$ cat src/rtl/uart_rx_pkg.sv
package uart_rx_pkg;

    typedef enum logic [1:0] {
        ST_IDLE  = 2'd0,
        ST_START = 2'd1,
        ST_DATA  = 2'd2,
        ST_STOP  = 2'd3
    } rx_state_e;

    typedef struct packed {
        logic       ferr;
        logic       bit9;
        logic [7:0] data;
    } rx_entry_t;

endpackage

$ cat src/rtl/uart_rx_baud.sv
module uart_rx_baud #(
    parameter int DIV_W = 8
) (
    input  logic             clk,
    input  logic             rst_n,
    input  logic             clr_i,
    input  logic [DIV_W-1:0] divisor_i,
    output logic             tick_o
);

    logic [DIV_W-1:0] cnt_q;

    assign tick_o = (cnt_q == divisor_i) && !clr_i;

    always_ff @(posedge clk or negedge rst_n) begin
        if (!rst_n) begin
            cnt_q <= '0;
        end else if (clr_i || tick_o) begin
            cnt_q <= '0;
        end else begin
            cnt_q <= cnt_q + 1'b1;
        end
    end

endmodule

$ cat src/rtl/uart_rx_shifter.sv
module uart_rx_shifter
    import uart_rx_pkg::*;
#(
    parameter int OSR_FAST = 16,
    parameter int OSR_SLOW = 64
) (
    input  logic      clk,
    input  logic      rst_n,
    input  logic      run_i,
    input  logic      rx_i,
    input  logic      fast_i,
    input  logic      nine_i,
    input  logic      tick_i,
    output logic      baud_clr_o,
    output logic      frm_valid_o,
    output rx_entry_t frm_o
);

    localparam int SC_W = $clog2(OSR_SLOW);

    rx_state_e       state_q, state_d;
    logic [SC_W-1:0] sc_q, sc_d;
    logic [1:0]      vote_q, vote_d;
    logic [3:0]      bit_q, bit_d;
    logic [8:0]      sh_q, sh_d;
    logic            nine_q, nine_d;
    logic            rx_s1, rx_s2, rx_prev;

    logic [SC_W-1:0] mid, last;
    logic            fall, win, dec, end_bit, bit_val;
    logic [3:0]      last_idx;

    // two-flop synchroniser plus edge history
    always_ff @(posedge clk or negedge rst_n) begin
        if (!rst_n) begin
            rx_s1   <= 1'b1;
            rx_s2   <= 1'b1;
            rx_prev <= 1'b1;
        end else begin
            rx_s1   <= rx_i;
            rx_s2   <= rx_s1;
            rx_prev <= rx_s2;
        end
    end

    always_comb begin
        mid      = fast_i ? SC_W'(OSR_FAST / 2) : SC_W'(OSR_SLOW / 2);
        last     = fast_i ? SC_W'(OSR_FAST - 1) : SC_W'(OSR_SLOW - 1);
        fall     = rx_prev && !rx_s2;
        win      = tick_i && ((sc_q == mid - 1'b1) || (sc_q == mid) || (sc_q == mid + 1'b1));
        dec      = tick_i && (sc_q == mid + 1'b1);
        end_bit  = tick_i && (sc_q == last);
        bit_val  = (vote_q[1] & vote_q[0]) | (vote_q[1] & rx_s2) | (vote_q[0] & rx_s2);
        last_idx = nine_q ? 4'd8 : 4'd7;
    end

    // state register
    always_ff @(posedge clk or negedge rst_n) begin
        if (!rst_n) begin
            state_q <= ST_IDLE;
            sc_q    <= '0;
            vote_q  <= '0;
            bit_q   <= '0;
            sh_q    <= '0;
            nine_q  <= 1'b0;
        end else begin
            state_q <= state_d;
            sc_q    <= sc_d;
            vote_q  <= vote_d;
            bit_q   <= bit_d;
            sh_q    <= sh_d;
            nine_q  <= nine_d;
        end
    end

    // next state and outputs
    always_comb begin
        state_d     = state_q;
        sc_d        = sc_q;
        vote_d      = vote_q;
        bit_d       = bit_q;
        sh_d        = sh_q;
        nine_d      = nine_q;
        baud_clr_o  = 1'b0;
        frm_valid_o = 1'b0;
        frm_o.ferr  = 1'b0;
        frm_o.bit9  = nine_q ? sh_q[8] : 1'b0;
        frm_o.data  = nine_q ? sh_q[7:0] : sh_q[8:1];

        if (!run_i) begin
            state_d = ST_IDLE;
            sc_d    = '0;
        end else begin
            if (state_q != ST_IDLE) begin
                if (tick_i) begin
                    sc_d = sc_q + 1'b1;
                end
                if (win) begin
                    vote_d = {vote_q[0], rx_s2};
                end
            end
            unique case (state_q)
                ST_IDLE: begin
                    if (fall) begin
                        state_d    = ST_START;
                        sc_d       = '0;
                        nine_d     = nine_i;
                        baud_clr_o = 1'b1;
                    end
                end
                ST_START: begin
                    if (dec && bit_val) begin
                        state_d = ST_IDLE;
                        sc_d    = '0;
                    end else if (end_bit) begin
                        state_d = ST_DATA;
                        sc_d    = '0;
                        bit_d   = '0;
                    end
                end
                ST_DATA: begin
                    if (dec) begin
                        sh_d = {bit_val, sh_q[8:1]};
                    end
                    if (end_bit) begin
                        sc_d = '0;
                        if (bit_q == last_idx) begin
                            state_d = ST_STOP;
                        end else begin
                            bit_d = bit_q + 1'b1;
                        end
                    end
                end
                ST_STOP: begin
                    if (dec) begin
                        frm_valid_o = 1'b1;
                        frm_o.ferr  = !bit_val;
                        state_d     = ST_IDLE;
                        sc_d        = '0;
                    end
                end
                default: state_d = ST_IDLE;
            endcase
        end
    end

endmodule

$ cat src/rtl/uart_rx_fifo.sv
module uart_rx_fifo
    import uart_rx_pkg::*;
#(
    parameter int DEPTH = 2
) (
    input  logic                       clk,
    input  logic                       rst_n,
    input  logic                       clr_i,
    input  logic                       push_i,
    input  rx_entry_t                  din_i,
    input  logic                       pop_i,
    output rx_entry_t                  head_o,
    output logic                       full_o,
    output logic [$clog2(DEPTH+1)-1:0] cnt_o
);

    localparam int PTR_W = (DEPTH > 1) ? $clog2(DEPTH) : 1;
    localparam int CNT_W = $clog2(DEPTH + 1);

    rx_entry_t        mem_q [DEPTH];
    logic [PTR_W-1:0] wp_q, rp_q;
    logic [CNT_W-1:0] cnt_q;
    logic             do_push, do_pop;

    assign do_pop  = pop_i && (cnt_q != '0);
    assign do_push = push_i && ((cnt_q != CNT_W'(DEPTH)) || do_pop);
    assign full_o  = (cnt_q == CNT_W'(DEPTH));
    assign cnt_o   = cnt_q;
    assign head_o  = (cnt_q != '0) ? mem_q[rp_q] : '0;

    function automatic logic [PTR_W-1:0] nxt(input logic [PTR_W-1:0] p);
        return (p == PTR_W'(DEPTH - 1)) ? '0 : p + 1'b1;
    endfunction

    always_ff @(posedge clk or negedge rst_n) begin
        if (!rst_n) begin
            wp_q  <= '0;
            rp_q  <= '0;
            cnt_q <= '0;
        end else if (clr_i) begin
            wp_q  <= '0;
            rp_q  <= '0;
            cnt_q <= '0;
        end else begin
            if (do_push) wp_q <= nxt(wp_q);
            if (do_pop)  rp_q <= nxt(rp_q);
            if (do_push && !do_pop)      cnt_q <= cnt_q + 1'b1;
            else if (do_pop && !do_push) cnt_q <= cnt_q - 1'b1;
        end
    end

    for (genvar g = 0; g < DEPTH; g++) begin : g_slot
        always_ff @(posedge clk or negedge rst_n) begin
            if (!rst_n) begin
                mem_q[g] <= '0;
            end else if (do_push && !clr_i && (wp_q == PTR_W'(g))) begin
                mem_q[g] <= din_i;
            end
        end
    end

endmodule

$ cat src/rtl/uart_addr_rx.sv
module uart_addr_rx
    import uart_rx_pkg::*;
#(
    parameter int DIV_W    = 8,
    parameter int DEPTH    = 2,
    parameter int OSR_FAST = 16,
    parameter int OSR_SLOW = 64
) (
    input  logic             clk,
    input  logic             rst_n,
    input  logic             rx_i,
    input  logic             port_en_i,
    input  logic             rx_en_i,
    input  logic             nine_bit_i,
    input  logic             addr_det_i,
    input  logic             fast_i,
    input  logic [DIV_W-1:0] divisor_i,
    input  logic             int_en_i,
    input  logic             rd_i,
    output logic [7:0]       rd_data_o,
    output logic             rd_bit9_o,
    output logic             rd_ferr_o,
    output logic             rx_avail_o,
    output logic             overrun_o,
    output logic             irq_o
);

    localparam int CNT_W = $clog2(DEPTH + 1);

    logic             tick, baud_clr, run;
    logic             frm_valid, accept, push_s, pop_s, full;
    rx_entry_t        frm, head;
    logic             ovr_q;
    logic [CNT_W-1:0] fifo_cnt;

    assign run = port_en_i && rx_en_i && !ovr_q;

    uart_rx_baud #(.DIV_W(DIV_W)) u_baud (
        .clk       (clk),
        .rst_n     (rst_n),
        .clr_i     (baud_clr || !port_en_i),
        .divisor_i (divisor_i),
        .tick_o    (tick)
    );

    uart_rx_shifter #(.OSR_FAST(OSR_FAST), .OSR_SLOW(OSR_SLOW)) u_shift (
        .clk         (clk),
        .rst_n       (rst_n),
        .run_i       (run),
        .rx_i        (rx_i),
        .fast_i      (fast_i),
        .nine_i      (nine_bit_i),
        .tick_i      (tick),
        .baud_clr_o  (baud_clr),
        .frm_valid_o (frm_valid),
        .frm_o       (frm)
    );

    // address filter: only frames with ninth bit set pass in filtered 9-bit mode
    assign accept = frm_valid && (!(nine_bit_i && addr_det_i) || frm.bit9);
    assign pop_s  = rd_i && rx_avail_o;
    assign push_s = accept && (!full || pop_s);

    uart_rx_fifo #(.DEPTH(DEPTH)) u_fifo (
        .clk    (clk),
        .rst_n  (rst_n),
        .clr_i  (!port_en_i),
        .push_i (push_s),
        .din_i  (frm),
        .pop_i  (pop_s),
        .head_o (head),
        .full_o (full),
        .cnt_o  (fifo_cnt)
    );

    always_ff @(posedge clk or negedge rst_n) begin
        if (!rst_n) begin
            ovr_q <= 1'b0;
        end else if (!port_en_i || !rx_en_i) begin
            ovr_q <= 1'b0;
        end else if (accept && full && !pop_s) begin
            ovr_q <= 1'b1;
        end
    end

    assign rx_avail_o = (fifo_cnt != '0);
    assign rd_data_o  = head.data;
    assign rd_bit9_o  = head.bit9;
    assign rd_ferr_o  = head.ferr;
    assign overrun_o  = ovr_q;
    assign irq_o      = rx_avail_o && int_en_i;

endmodule

$ cat config.mk
export PLATFORM = sky130hd
export DESIGN_NAME = uart_addr_rx
export DESIGN_NICKNAME = d
export VERILOG_FILES = /design/src/rtl/uart_rx_pkg.sv /design/src/rtl/uart_rx_baud.sv /design/src/rtl/uart_rx_shifter.sv /design/src/rtl/uart_rx_fifo.sv /design/src/rtl/uart_addr_rx.sv
export SDC_FILE = /design/constraint.sdc
export NUM_CORES = 1
export LEC_CHECK = 0
export ABC_CLOCK_PERIOD_IN_PS = 8600
export BUFFER_PORTS_ARGS = -buffer_cell sky130_fd_sc_hd__buf_2
export CAP_MARGIN = 10
export CORE_ASPECT_RATIO = 0.8
export CORE_MARGIN = 1
export CORE_UTILIZATION = 60
export CTS_CLUSTER_DIAMETER = 100
export DETAILED_ROUTE_END_ITERATION = 16
export GPL_TIMING_DRIVEN = 0
export PLACE_DENSITY = 0.8
export SYNTH_ARGS = -nofsm -noshare
export SYNTH_HDL_FRONTEND = slang
export SYNTH_HIERARCHICAL = 1
export SYNTH_SLANG_ARGS = --single-unit
$ cat constraint.sdc
create_clock -name clk -period 8.6 [get_ports clk]
set_clock_uncertainty 0.2 [all_clocks]
set_input_delay 0.86 -clock clk [delete_from_list [all_inputs] [get_ports clk]]
set_output_delay 0.86 -clock clk [all_outputs]
set_load 0.02 [all_outputs]
==> summary.md <==
| Metric | Value |
|---|---|
| Via count | 2,388 |
| Setup crit end | u_fifo/mem_q[9] |
| Post-Syn Nets | 320 |
| Number of synthesized register bits | 60 |
| Worst path required time | 8.62 ns |
| CP Launch Type | input pin |
| GR Layer Usage met2 | 39.5% |
| Fmax | 0.235 GHz |
| # rows | 23 |
| Worst Setup SP | port_en_i |
| Core area | 5180 sq um |
| Crit Path Class | input pin to flop |
| H-tree depth | 3 |
| M1 GR Usage | 29.3% |
| Grt met3 use | 6.79% |
| Endpoints failing setup | 0 |
| Async S/R FF share, synth | 100% |
| Top delay family on crit path | simple AND/OR/NAND/NOR gates |
| Layout Nets | 362 |
| Initial antenna violation count | 0 |
| Antenna Nets Post-Route | 0 |
| Fin. max-slew vios | 0 |
| Fin util | 73.9% |
| Final wirelength | 6.33 mm |
| Number of global-route vias before repair | 2,300 |
| CTS buffer count | 9 |
| Number of flops mapped to enable cells by yosys | 0 |
| R2R Path Start | u_shift/state_q[0] |
| Synthesized area | 3350 sq um |
| Clock Pin Slew Worst Setup and Hold Paths | 0.06 ns |
| Syn Inst Count | 297 |
| Seq/Total Area, Yosys | 44.9% |
| Crit-path slowest cell | nor3_2 |
| CP max stage delay | 0.67 ns |
| Drt wl/cell | 15.6 um |
| Total setup buffers inserted after CTS | 0 |
| Die Wd | 85.6 um |
| Synth cell types | 60 |
| Placer congestion estimate | 0.794 |
| Maximum buffer depth of the clock tree | 2 |
| Fin crit period | 4.26 ns |
| Total power | 0.612 mW |
| N_diodes | 0 |
| Port bufs | 30 |
| Most frequent cells in the layout | dfrtp_1, nor2_1, buf_2, mux2_2 |
| Hold Vio Cnt, Final | 0 |
| MaxCap Viol Count | 0 |
| Worst-Margin Slew | 0.868 ns |
| Clk root buf | clkbuf_8 |
| Clock sink count | 60 |
| Flop2flop setup slack | 4.54 ns |
| Arr. time, crit path | 4.29 ns |
| Hold buffer count at CTS | 0 |
| R2r endpoint | u_fifo/mem_q[9] |
| Final Cycle Share | 49.6% |
| DIE AREA | 5900 sq um |
| Max_slew headroom | 41.8% |
| Most common cell after layout, fill and taps aside | dfrtp_1 |
| Peak supply drop | 0.000109 V |
| Clock Latency Late Sink | 0.34 ns |
| RSZ-0062 raised after global routing | no |
| DR pass1 iterations | 4 |
| Syn Area/Cell | 11.3 sq um |
| Worst-path cell chain | buf_2 -> nand2_1 -> nor2_1 -> clkbuf_8 -> nor4b_1 -> nand2b_1 -> buf_1 -> and3b_1 -> nand3_1 -> nor2_1 -> o21ai_0 -> a21oi_1 -> nand2_1 -> nor3_2 -> mux2_2 |
| Crit path depth | 15 |
| Critical path buffer and inverter count | 3 |
| CTS tree | done |
| DPL Wire Length | 4.52 mm |
| TNS Setup | 0 ns |
| Crit Path Max Fanout | 10 |
| Vias/cell | 5.88 |
| Worst min path class | flop to flop |
| DRC viols | 0 |
| First-iteration detailed-routing DRC count | 134 |
| First-pass GRT wire length | 10.3 mm |
| Status | finished, final reports clean |
| Reg2Reg Depth | 12 |
| Power Density | 160 nW/um^2 |
| Post-synth top flop | dfrtp_1 |
| P&R area growth vs syn | 14.2% |
| Layout cells sized above 1 | 32.8% |
| Num ports | 31 |
| Starting Density | 64.8% |
| Global route hottest layer | met2 |
| Crit. End Element | flop |
| Yosys warning count | 6 |
| Post-cts sizing count | 0 |
| Worst hold margin | 0.157 ns |
| Pin count of the biggest net entering global routing | 42 |
| Die height | 68.9 um |
| Global route overflow | 0 |
| All-Layer GR Usage | 23.6% |
| P_leak | 1.72 nW |
## state kept, by name, summed over array words and instances, names as in the netlist
register / cells
u_shift/sc_q: 6
u_shift/vote_q: 2
u_shift/bit_q: 4
u_fifo/rp_q: 1
u_shift/sh_q: 9
u_shift/state_q: 2
u_fifo/wp_q: 1
overrun_o: 1
u_shift/nine_q: 1
u_shift/rx_s2: 1
u_shift/rx_prev: 1
u_shift/rx_s1: 1
u_fifo/cnt_o: 2
u_baud/cnt_q: 8
u_fifo/mem_q: 20
## cells in the mapped netlist, drive strengths merged, types with 5 or more instances
library cell | instances | area, sq um
ha | 5 | 62.6
nand3 | 10 | 55.1
nor2 | 36 | 138
dfrtp | 57 | 1430
mux2i | 11 | 110
buf | 6 | 46.3
xor2 | 12 | 113
a211oi | 9 | 72.6
o21ai | 15 | 78.8
nand2 | 11 | 41.3
mux2 | 40 | 484
inv | 9 | 33.8
nand2b | 7 | 43.8
a221oi | 5 | 50.0
a21oi | 8 | 55.1
## how the worst min path moves through the flow
stage                   from            end  depth (start not counted)
6_report       u_shift/rx_s1  u_shift/rx_s2                          0
5_1_grt        u_shift/rx_s1  u_shift/rx_s2                          0
3_3_place_gp   u_shift/rx_s1  u_shift/rx_s2                          0
2_1_floorplan  u_shift/rx_s1  u_shift/rx_s2                          0
4_1_cts        u_shift/rx_s1  u_shift/rx_s2                          0
3_5_place_dp   u_shift/rx_s1  u_shift/rx_s2                          0
## layer usage
layer  routed length, um  vias up  part of all wire (%)
li1                    -     1155                     -
met1                2970     1170                    47
met2                3000       52                    47
met3                 272       11                   4.3
met4                  87        0                   1.4
met5                   0        -                     0
## power by group
part	internal, mW	switching, mW
clock network	0.178	0.108
registers	0.286	0.00300
logic	0.0146	0.0219
total	0.479	0.133
## worst register-to-register path, delay by kind of cell (launching register included)
kind,cells,cell delay (ns)
buffers and inverters,2,0.55
multiplexers,1,0.42
AO/OA/AOI/OAI,2,0.56
flip-flops,1,0.39
AND/OR/NAND/NOR,7,1.82
## through the flow
stage                     instances  cell area, sq um  worst slack, ns
after floorplan                 297              3350             4.88
after global placement          389              3580             4.11
after detailed placement        390              3600             3.98
after CTS                       406              3830             4.35
after global routing            406              3830             4.04
final                           406              3830             4.34
## logic make-up (layout without fill, tap and decap cells)
group	count (synthesis)	after routing	synth area share, %
simple gates	101	101	18.0
mux	51	51	17.7
buf+inv	19	66	3.43
flops	60	60	44.9
fa+ha+maj	6	6	2.16
xor+xnor	16	16	4.40
compound gates	44	44	9.44
## layout make-up
cell class,count,area [sq um]
plain buffers,10,81.3
inverters,9,33.8
well taps,62,77.6
clock inverters,4,72.6
repair buffers,31,170
fillers,369,1350
flip-flops and latches,60,1510
multi-input cells,218,1730
clock buffers,12,155
Note: power is estimated with default switching activity, not from simulation.
